[config.mk]
export PLATFORM = sky130hd
export DESIGN_NAME = i2c_cfg_target
export DESIGN_NICKNAME = d
export VERILOG_FILES = /design/src/rtl/i2c_rb_pkg.sv /design/src/rtl/i2c_rb_filt.sv /design/src/rtl/i2c_rb_fsm.sv /design/src/rtl/i2c_rb_regs.sv /design/src/rtl/i2c_cfg_target.sv
export SDC_FILE = /design/constraint.sdc
export NUM_CORES = 1
export LEC_CHECK = 0
export BUFFER_PORTS_ARGS = -buffer_cell sky130_fd_sc_hd__buf_4
export CAP_MARGIN = 20
export CORE_ASPECT_RATIO = 1.1
export CORE_MARGIN = 4
export CORE_UTILIZATION = 55
export DETAILED_ROUTE_END_ITERATION = 10
export PLACE_DENSITY_LB_ADDON = 0.12
export SYNTH_ARGS = -nofsm -noshare
export SYNTH_HDL_FRONTEND = slang
export SYNTH_HIERARCHICAL = 1
export SYNTH_SLANG_ARGS = --single-unit
[constraint.sdc]
create_clock -name clk -period 2.5 [get_ports clk]
set_input_delay 0.125 -clock clk [delete_from_list [all_inputs] [get_ports clk]]
set_output_delay 0.125 -clock clk [all_outputs]
set_load 0.1 [all_outputs]
[src/rtl/i2c_rb_pkg.sv]
package i2c_rb_pkg;

    localparam int NUM_REGS = 9;
    localparam int NUM_RW   = 3;
    localparam int NUM_RO   = NUM_REGS - NUM_RW;
    localparam int IDX_W    = $clog2(NUM_REGS);

    typedef logic [IDX_W-1:0] idx_t;

    typedef enum logic [3:0] {
        ST_IDLE,
        ST_ADDR,
        ST_ADDR_ACK,
        ST_REGA,
        ST_REGA_ACK,
        ST_WDATA,
        ST_WDATA_ACK,
        ST_RDATA,
        ST_RACK
    } st_e;

    typedef struct packed {
        logic       en;
        idx_t       idx;
        logic [7:0] data;
    } wr_req_t;

    // Implemented bits per register; reserved positions are zero.
    function automatic logic [7:0] bit_mask(input idx_t i);
        logic [7:0] m;
        case (i)
            idx_t'(0): m = 8'h7F;
            idx_t'(1): m = 8'h3F;
            idx_t'(2): m = 8'hFF;
            idx_t'(3): m = 8'h1F;
            default:   m = (int'(i) < NUM_REGS) ? 8'hFF : 8'h00;
        endcase
        return m;
    endfunction

    function automatic idx_t next_idx(input idx_t i);
        return (int'(i) >= NUM_REGS - 1) ? '0 : i + idx_t'(1);
    endfunction

endpackage

[src/rtl/i2c_rb_filt.sv]
module i2c_rb_filt #(
    parameter int SYNC_STAGES = 2,
    parameter int FILT_LEN    = 3
) (
    input  logic clk,
    input  logic rst,
    input  logic pin_i,
    output logic line_o
);
    localparam int CNT_W = $clog2(FILT_LEN + 1);

    logic [SYNC_STAGES-1:0] sync_q;
    logic [CNT_W-1:0]       cnt_q;
    logic                   line_q;

    always_ff @(posedge clk) begin
        if (rst) sync_q <= '1;
        else     sync_q <= {sync_q[SYNC_STAGES-2:0], pin_i};
    end

    // The output follows the synchronised level only after FILT_LEN agreeing samples.
    always_ff @(posedge clk) begin
        if (rst) begin
            cnt_q  <= '0;
            line_q <= 1'b1;
        end else if (sync_q[SYNC_STAGES-1] == line_q) begin
            cnt_q <= '0;
        end else if (cnt_q == CNT_W'(FILT_LEN - 1)) begin
            cnt_q  <= '0;
            line_q <= sync_q[SYNC_STAGES-1];
        end else begin
            cnt_q <= cnt_q + CNT_W'(1);
        end
    end

    assign line_o = line_q;
endmodule

[src/rtl/i2c_rb_fsm.sv]
module i2c_rb_fsm
    import i2c_rb_pkg::*;
#(
    parameter logic [6:0] DEV_ADDR = 7'b0010010
) (
    input  logic       clk,
    input  logic       rst,
    input  logic       scl_f,
    input  logic       sda_f,
    input  logic [7:0] rd_data,
    output logic       sda_oe,
    output wr_req_t    wr,
    output idx_t       ptr,
    output st_e        state,
    output logic       start_p,
    output logic       stop_p
);
    logic       scl_q, sda_q;
    logic       rise, fall;
    st_e        state_q;
    logic [3:0] cnt_q;
    logic [7:0] sh_q, tx_q;
    logic       rw_q, mack_q, oe_q;
    idx_t       ptr_q;
    wr_req_t    wr_q;

    always_ff @(posedge clk) begin
        if (rst) begin
            scl_q <= 1'b1;
            sda_q <= 1'b1;
        end else begin
            scl_q <= scl_f;
            sda_q <= sda_f;
        end
    end

    assign start_p = scl_f & scl_q & sda_q & ~sda_f;
    assign stop_p  = scl_f & scl_q & ~sda_q & sda_f;
    assign rise    = scl_f & ~scl_q;
    assign fall    = ~scl_f & scl_q;

    always_ff @(posedge clk) begin
        if (rst) begin
            state_q <= ST_IDLE;
            cnt_q   <= '0;
            sh_q    <= '0;
            tx_q    <= '0;
            rw_q    <= 1'b0;
            mack_q  <= 1'b0;
            oe_q    <= 1'b0;
            ptr_q   <= '0;
            wr_q    <= '0;
        end else begin
            wr_q.en <= 1'b0;
            if (stop_p) begin
                state_q <= ST_IDLE;
                oe_q    <= 1'b0;
            end else if (start_p) begin
                state_q <= ST_ADDR;
                cnt_q   <= '0;
                oe_q    <= 1'b0;
            end else begin
                if (rise) begin
                    case (state_q)
                        ST_ADDR, ST_REGA, ST_WDATA: begin
                            sh_q  <= {sh_q[6:0], sda_f};
                            cnt_q <= cnt_q + 4'd1;
                        end
                        ST_RDATA: cnt_q  <= cnt_q + 4'd1;
                        ST_RACK:  mack_q <= ~sda_f;
                        default: ;
                    endcase
                end
                if (fall) begin
                    case (state_q)
                        ST_ADDR: if (cnt_q == 4'd8) begin
                            if (sh_q[7:1] == DEV_ADDR) begin
                                oe_q    <= 1'b1;
                                rw_q    <= sh_q[0];
                                state_q <= ST_ADDR_ACK;
                            end else begin
                                state_q <= ST_IDLE;
                            end
                        end
                        ST_ADDR_ACK: begin
                            cnt_q <= '0;
                            if (rw_q) begin
                                tx_q    <= rd_data;
                                oe_q    <= ~rd_data[7];
                                state_q <= ST_RDATA;
                            end else begin
                                oe_q    <= 1'b0;
                                state_q <= ST_REGA;
                            end
                        end
                        ST_REGA: if (cnt_q == 4'd8) begin
                            ptr_q   <= sh_q[IDX_W-1:0];
                            oe_q    <= 1'b1;
                            state_q <= ST_REGA_ACK;
                        end
                        ST_REGA_ACK, ST_WDATA_ACK: begin
                            oe_q    <= 1'b0;
                            cnt_q   <= '0;
                            state_q <= ST_WDATA;
                        end
                        ST_WDATA: if (cnt_q == 4'd8) begin
                            wr_q    <= '{en: 1'b1, idx: ptr_q, data: sh_q};
                            ptr_q   <= next_idx(ptr_q);
                            oe_q    <= 1'b1;
                            state_q <= ST_WDATA_ACK;
                        end
                        ST_RDATA: begin
                            if (cnt_q == 4'd8) begin
                                oe_q    <= 1'b0;
                                ptr_q   <= next_idx(ptr_q);
                                state_q <= ST_RACK;
                            end else begin
                                oe_q <= ~tx_q[3'd7 - cnt_q[2:0]];
                            end
                        end
                        ST_RACK: begin
                            if (mack_q) begin
                                tx_q    <= rd_data;
                                oe_q    <= ~rd_data[7];
                                cnt_q   <= '0;
                                state_q <= ST_RDATA;
                            end else begin
                                state_q <= ST_IDLE;
                            end
                        end
                        default: ;
                    endcase
                end
            end
        end
    end

    assign sda_oe = oe_q;
    assign wr     = wr_q;
    assign ptr    = ptr_q;
    assign state  = state_q;
endmodule

[src/rtl/i2c_rb_regs.sv]
module i2c_rb_regs
    import i2c_rb_pkg::*;
(
    input  logic                  clk,
    input  logic                  rst,
    input  wr_req_t               wr,
    input  idx_t                  rd_idx,
    input  logic [NUM_RO*8-1:0]   ro_i,
    output logic [NUM_RW*8-1:0]   cfg_o,
    output logic [7:0]            rd_data
);
    logic [7:0] rw_q [NUM_RW];

    for (genvar g = 0; g < NUM_RW; g++) begin : g_rw
        always_ff @(posedge clk) begin
            if (rst) begin
                rw_q[g] <= '0;
            end else if (wr.en && wr.idx == idx_t'(g)) begin
                rw_q[g] <= wr.data & bit_mask(idx_t'(g));
            end
        end
        assign cfg_o[g*8 +: 8] = rw_q[g];
    end

    always_comb begin
        rd_data = '0;
        for (int i = 0; i < NUM_RW; i++) begin
            if (rd_idx == idx_t'(i)) rd_data = rw_q[i];
        end
        for (int i = 0; i < NUM_RO; i++) begin
            if (rd_idx == idx_t'(i + NUM_RW))
                rd_data = ro_i[i*8 +: 8] & bit_mask(idx_t'(i + NUM_RW));
        end
    end
endmodule

[src/rtl/i2c_cfg_target.sv]
module i2c_cfg_target
    import i2c_rb_pkg::*;
#(
    parameter logic [6:0] DEV_ADDR    = 7'b0010010,
    parameter int         SYNC_STAGES = 2,
    parameter int         FILT_LEN    = 3
) (
    input  logic                clk,
    input  logic                rst,
    input  logic                scl_i,
    input  logic                sda_i,
    output logic                sda_oe_o,
    output logic [NUM_RW*8-1:0] cfg_o,
    input  logic [NUM_RO*8-1:0] ro_i
);
    logic [1:0] pin_raw, pin_flt;
    logic       scl_f, sda_f;
    logic [7:0] rd_data;
    wr_req_t    wr_req;
    idx_t       ptr;
    st_e        state;
    logic       start_p, stop_p;

    assign pin_raw = {sda_i, scl_i};

    for (genvar g = 0; g < 2; g++) begin : g_line
        i2c_rb_filt #(
            .SYNC_STAGES(SYNC_STAGES),
            .FILT_LEN   (FILT_LEN)
        ) u_filt (
            .clk   (clk),
            .rst   (rst),
            .pin_i (pin_raw[g]),
            .line_o(pin_flt[g])
        );
    end

    assign scl_f = pin_flt[0];
    assign sda_f = pin_flt[1];

    i2c_rb_fsm #(.DEV_ADDR(DEV_ADDR)) u_fsm (
        .clk    (clk),
        .rst    (rst),
        .scl_f  (scl_f),
        .sda_f  (sda_f),
        .rd_data(rd_data),
        .sda_oe (sda_oe_o),
        .wr     (wr_req),
        .ptr    (ptr),
        .state  (state),
        .start_p(start_p),
        .stop_p (stop_p)
    );

    i2c_rb_regs u_regs (
        .clk    (clk),
        .rst    (rst),
        .wr     (wr_req),
        .rd_idx (ptr),
        .ro_i   (ro_i),
        .cfg_o  (cfg_o),
        .rd_data(rd_data)
    );
endmodule

==> impl_results.html <==
<table>
<tr><th>Metric</th><th>Value</th></tr>
<tr><th colspan="2">Status</th></tr>
<tr><td>Outcome</td><td>finished clean</td></tr>
<tr><th colspan="2">Timing</th></tr>
<tr><td>Final Hold Violating Endpoints</td><td>0</td></tr>
<tr><td>RSZ-0062 raised after global routing</td><td>false</td></tr>
<tr><td>Final worst clock skew</td><td>8.25 ps</td></tr>
<tr><td>Slew of the pin with the lowest slew margin</td><td>682 ps</td></tr>
<tr><td>Max-slew violation count</td><td>0</td></tr>
<tr><td>Max-Slew Margin vs Limit</td><td>53.9%</td></tr>
<tr><td>Clock period minus worst slack</td><td>2090 ps</td></tr>
<tr><td>Peak clock frequency supported by timing</td><td>478 MHz</td></tr>
<tr><td>Fin crit share</td><td>83.6%</td></tr>
<tr><td>Total setup violations reported at the end of the flow</td><td>0</td></tr>
<tr><td>TNS Setup</td><td>0 ps</td></tr>
<tr><th colspan="2">Clock tree</th></tr>
<tr><td>CTS Root Buffer Type</td><td>sky130_fd_sc_hd__clkbuf_8</td></tr>
<tr><td>Count of instances resized after the clock tree is built</td><td>0</td></tr>
<tr><td>Longest Clk Path Bufs</td><td>2</td></tr>
<tr><td>Post-CTS setup repair buffer count</td><td>0</td></tr>
<tr><td>Clock slew at the register clock pins of the worst setup and hold paths</td><td>80 ps</td></tr>
<tr><td>Clock buffers created by TritonCTS</td><td>9</td></tr>
<tr><td>Clock latency reported for the late side of the worst-skew pair</td><td>350 ps</td></tr>
<tr><td>H-Tree Depth</td><td>3</td></tr>
<tr><td>Clock tree from TritonCTS</td><td>yes</td></tr>
<tr><td>Cts hold-fix bufs</td><td>2</td></tr>
<tr><td>Clock tree sinks</td><td>77</td></tr>
<tr><th colspan="2">Route</th></tr>
<tr><td>Pre-antenna DRT Iters</td><td>4</td></tr>
<tr><td>Remaining antenna violation count after routing</td><td>0</td></tr>
<tr><td>Initial detailed-routing violation count</td><td>263</td></tr>
<tr><td>Final routed DRC violation total</td><td>0</td></tr>
<tr><td>Routed wire length</td><td>9330 µm</td></tr>
<tr><td>DR WL/cell</td><td>16.2 µm</td></tr>
<tr><td>Vias</td><td>3282</td></tr>
<tr><td>Routed via count divided by cell count</td><td>5.72</td></tr>
<tr><th colspan="2">Worst setup path</th></tr>
<tr><td>Most frequent cell on the critical path</td><td>sky130_fd_sc_hd__buf_4</td></tr>
<tr><td>Top fanout value on the critical path</td><td>11</td></tr>
<tr><td>Kind of start point of the critical path</td><td>flip-flop</td></tr>
<tr><td>R2R Path Start</td><td>u_fsm/ptr[2]</td></tr>
<tr><td>Cell depth of the worst flop-to-flop path</td><td>10</td></tr>
<tr><td>Worst path max stage delay</td><td>490 ps</td></tr>
<tr><td>Reg2Reg Capture Point</td><td>u_fsm/sda_oe</td></tr>
<tr><td>CP Class</td><td>flip-flop to flip-flop</td></tr>
<tr><td>Critical-path cell list</td><td>buf_4, mux2i_1, o21ai_0, nand2b_1, a222oi_1, buf_4, o211ai_1, a21oi_1, a21o_1, a31oi_1</td></tr>
<tr><td>Cell family with the largest share of critical-path delay</td><td>compound AO/OA/AOI/OAI gates</td></tr>
<tr><td>Slowest stage cell on the critical path</td><td>sky130_fd_sc_hd__dfxtp_1</td></tr>
<tr><td>Nature of the critical path endpoint</td><td>flip-flop</td></tr>
<tr><td>Worst R2R Setup Slack</td><td>410 ps</td></tr>
<tr><td>Number of buffer and inverter stages on the critical path</td><td>2</td></tr>
<tr><td>Arrival time reported for the critical path endpoint</td><td>2320 ps</td></tr>
<tr><td>Cell count along the critical path</td><td>10</td></tr>
<tr><td>CP required</td><td>2730 ps</td></tr>
<tr><th colspan="2">Power</th></tr>
<tr><td>Share of total power in combinational logic</td><td>9.8%</td></tr>
<tr><td>Share of power burned in the clock network</td><td>37.0%</td></tr>
<tr><td>Worst IR drop on VDD</td><td>0.000422 V</td></tr>
<tr><td>Static Leak</td><td>0.00196 µW</td></tr>
<tr><td>Power density cells</td><td>505 nW/µm²</td></tr>
<tr><td>Net load switching power</td><td>615 µW</td></tr>
<tr><td>Share of power burned in registers</td><td>53.1%</td></tr>
<tr><td>Total Power</td><td>2450 µW</td></tr>
<tr><td>Internal power</td><td>1840 µW</td></tr>
<tr><td>Net Sw Frac</td><td>25.1%</td></tr>
<tr><th colspan="2">Synthesis</th></tr>
<tr><td>Cell area after synthesis</td><td>4080 µm²</td></tr>
<tr><td>EDFF count, synth</td><td>21</td></tr>
<tr><td>Count of unique library cells instantiated by Yosys</td><td>64</td></tr>
<tr><td>Mapped Avg Cell Area</td><td>9.86 µm²</td></tr>
<tr><td>Flip-flop and latch count after synthesis</td><td>77</td></tr>
<tr><td>Gate count of the mapped netlist</td><td>414</td></tr>
<tr><td>Syn. warnings</td><td>6</td></tr>
<tr><td>Sequential element share of the synthesized area</td><td>42.9%</td></tr>
<tr><td>Synth async-reset ratio</td><td>0%</td></tr>
<tr><td>Top_reg_cell synth</td><td>sky130_fd_sc_hd__dfxtp_1</td></tr>
<tr><th colspan="2">Floorplan</th></tr>
<tr><td>Die W</td><td>90.1 µm</td></tr>
<tr><td>Number of top-level design ports</td><td>77</td></tr>
<tr><td>Die area</td><td>8860 µm²</td></tr>
<tr><td>Row Count</td><td>32</td></tr>
<tr><td>Starting utilization of the core area</td><td>57.3%</td></tr>
<tr><td>Die boundary height</td><td>98.3 µm</td></tr>
<tr><td>Core area</td><td>7130 µm²</td></tr>
<tr><th colspan="2">Layout</th></tr>
<tr><td>Most common cell after layout, fill and taps aside</td><td>sky130_fd_sc_hd__buf_4</td></tr>
<tr><td>Commonest non-fill, non-tap cells in the layout</td><td>80 x sky130_fd_sc_hd__buf_4, 55 x sky130_fd_sc_hd__dfxtp_1, 47 x sky130_fd_sc_hd__mux2i_1</td></tr>
<tr><td>Share of cells above drive strength 1</td><td>26.0%</td></tr>
<tr><td>Post-synthesis to final-layout area growth</td><td>18.9%</td></tr>
<tr><td>Diodes inserted</td><td>0</td></tr>
<tr><td>Net total in the final layout</td><td>542</td></tr>
<tr><th colspan="2">Global routing</th></tr>
<tr><td>Number of antenna violations at the first check in global routing</td><td>0</td></tr>
<tr><td>Maximum number of pins on one net before global-route repair</td><td>58</td></tr>
<tr><td>Vias in the first global route</td><td>3127</td></tr>
<tr><td>Overflow left after global routing</td><td>0</td></tr>
<tr><td>First-pass GRT wire length</td><td>15300 µm</td></tr>
<tr><td>Total track usage</td><td>21.4%</td></tr>
<tr><th colspan="2">Flow run</th></tr>
<tr><td>Max-capacitance violation count</td><td>0</td></tr>
<tr><th colspan="2">Worst hold path</th></tr>
<tr><td>Hold path depth</td><td>4</td></tr>
<tr><td>Start point of the worst min-delay path</td><td>ro_i[43]</td></tr>
<tr><td>Class of the tightest hold or removal check</td><td>primary input to flip-flop</td></tr>
<tr><td>End point of the worst hold path</td><td>u_fsm/tx_q[3]</td></tr>
<tr><th colspan="2">Placement</th></tr>
<tr><td>Routability-driven placement congestion ratio</td><td>0.809</td></tr>
<tr><td>Port Buffers</td><td>70</td></tr>
<tr><td>Final HPWL from detailed placement</td><td>6820 µm</td></tr>
</table>
power by group through the flow:
| stage | clock network (µW) | registers [µW] | logic, µW |
|---|---|---|---|
| after floorplan | 0 | 1420 | 66.8 |
| after global placement | 0 | 1330 | 239 |
| after detailed placement | 0 | 1330 | 240 |
| after CTS | 932 | 1300 | 243 |
| after global routing | 997 | 1310 | 254 |
| final | 909 | 1300 | 242 |
cell families after synthesis:
family / synth area share [%]
and+or+nand+nor: 21.3
AOI/OAI and AO/OA: 15.0
DFF: 42.9
muxes: 12.6
buffers and inverters: 5.33
adders and majority gates: 1.84
xor gates and xnor gates: 0.858
other: 0.0919
sequential cells by signal, indices dropped and copies added, names as in the netlist:
register and flops:
g_line.u_filt/line_o 2, g_line.u_filt/cnt_q 4, u_fsm/scl_q 1, u_fsm/rw_q 1
u_fsm/mack_q 1, u_fsm/state 4, u_fsm/sh_q 8, u_fsm/wr 13
u_fsm/ptr 4, u_fsm/sda_q 1, u_regs/rw_q 21, u_fsm/tx_q 8
u_fsm/cnt_q 4, g_line.u_filt/sync_q 4, u_fsm/sda_oe 1
final cells by class:
cell class	count	area, µm²
Inverter	12	45.0
Timing Repair Buffer	83	641
Clock inverter	6	62.6
Multi-Input combinational cell	301	2120
Sequential cell	77	1750
Clock buffer	10	128
Tap cell	85	106
Fill cell	576	2270
routing by layer:
layer | up-vias | GRT usage (%) | share of wire [%]
met2 | 79 | 34.6 | 49
met5 | - | 0 | 0
met4 | 0 | 6.71 | 1.2
li1 | 1631 | - | -
met1 | 1561 | 28.1 | 45
met3 | 11 | 5.47 | 5.0
tightest hold or removal path: cells and delay by family:
kind                   cells  cell delay (ps)
AOI/OAI and AO/OA          1              110
buffers and inverters      1               80
and+or+nand+nor            1               80
muxes                      1               60
cells in the mapped netlist, drive strengths merged, types with 2 or more instances:
cell type | count | share of area [%]
o21ai | 10 | 1.2
or2 | 7 | 1.1
edfxtp | 21 | 15
nand2b | 8 | 1.2
a21oi | 26 | 3.3
nor3b | 8 | 1.7
a22o | 10 | 2.1
inv | 12 | 1.1
ha | 6 | 1.8
nand3b | 4 | 1.1
nor4b | 2 | 0.43
a211oi | 6 | 1.1
xnor2 | 4 | 0.86
dfxtp | 56 | 27
mux4 | 2 | 1.1
nand2 | 21 | 2.0
buf | 20 | 3.7
a221o | 2 | 0.49
nor3 | 10 | 1.7
a31o | 3 | 0.64
clkbuf | 6 | 0.55
o21bai | 3 | 0.64
nor2b | 7 | 1.3
nand3 | 12 | 1.5
mux2i | 47 | 12
nor4 | 5 | 0.77
nor2 | 39 | 3.6
a21o | 4 | 0.74
a211o | 3 | 0.71
a31oi | 8 | 1.2
and2 | 21 | 3.2
or3 | 3 | 0.46
worst max path at each step:
stage | from | endpoint
global placement | u_fsm/ptr[2] | u_fsm/sda_oe
finish | u_fsm/ptr[2] | u_fsm/sda_oe
global route | u_fsm/ptr[2] | u_fsm/sda_oe
CTS | u_fsm/ptr[2] | u_fsm/sda_oe
floorplan | u_regs/rw_q[2][7] | u_fsm/sda_oe
detailed placement | u_fsm/ptr[2] | u_fsm/sda_oe
through the flow:
step / worst slack, ps / util (%) / hold slack, ps / cells / instance area, µm²
5_1_grt: 199 / 68.1 / 162 / 574 / 4850
6_report: 410 / 68.1 / 149 / 574 / 4850
4_1_cts: 400 / 68.1 / 142 / 574 / 4850
2_1_floorplan: 378 / - / 202 / 416 / 4090
3_3_place_gp: 397 / 65.2 / 311 / 556 / 4640
3_5_place_dp: 409 / 65.2 / 313 / 556 / 4640
No activity file was read; power rests on OpenSTA's default activity.
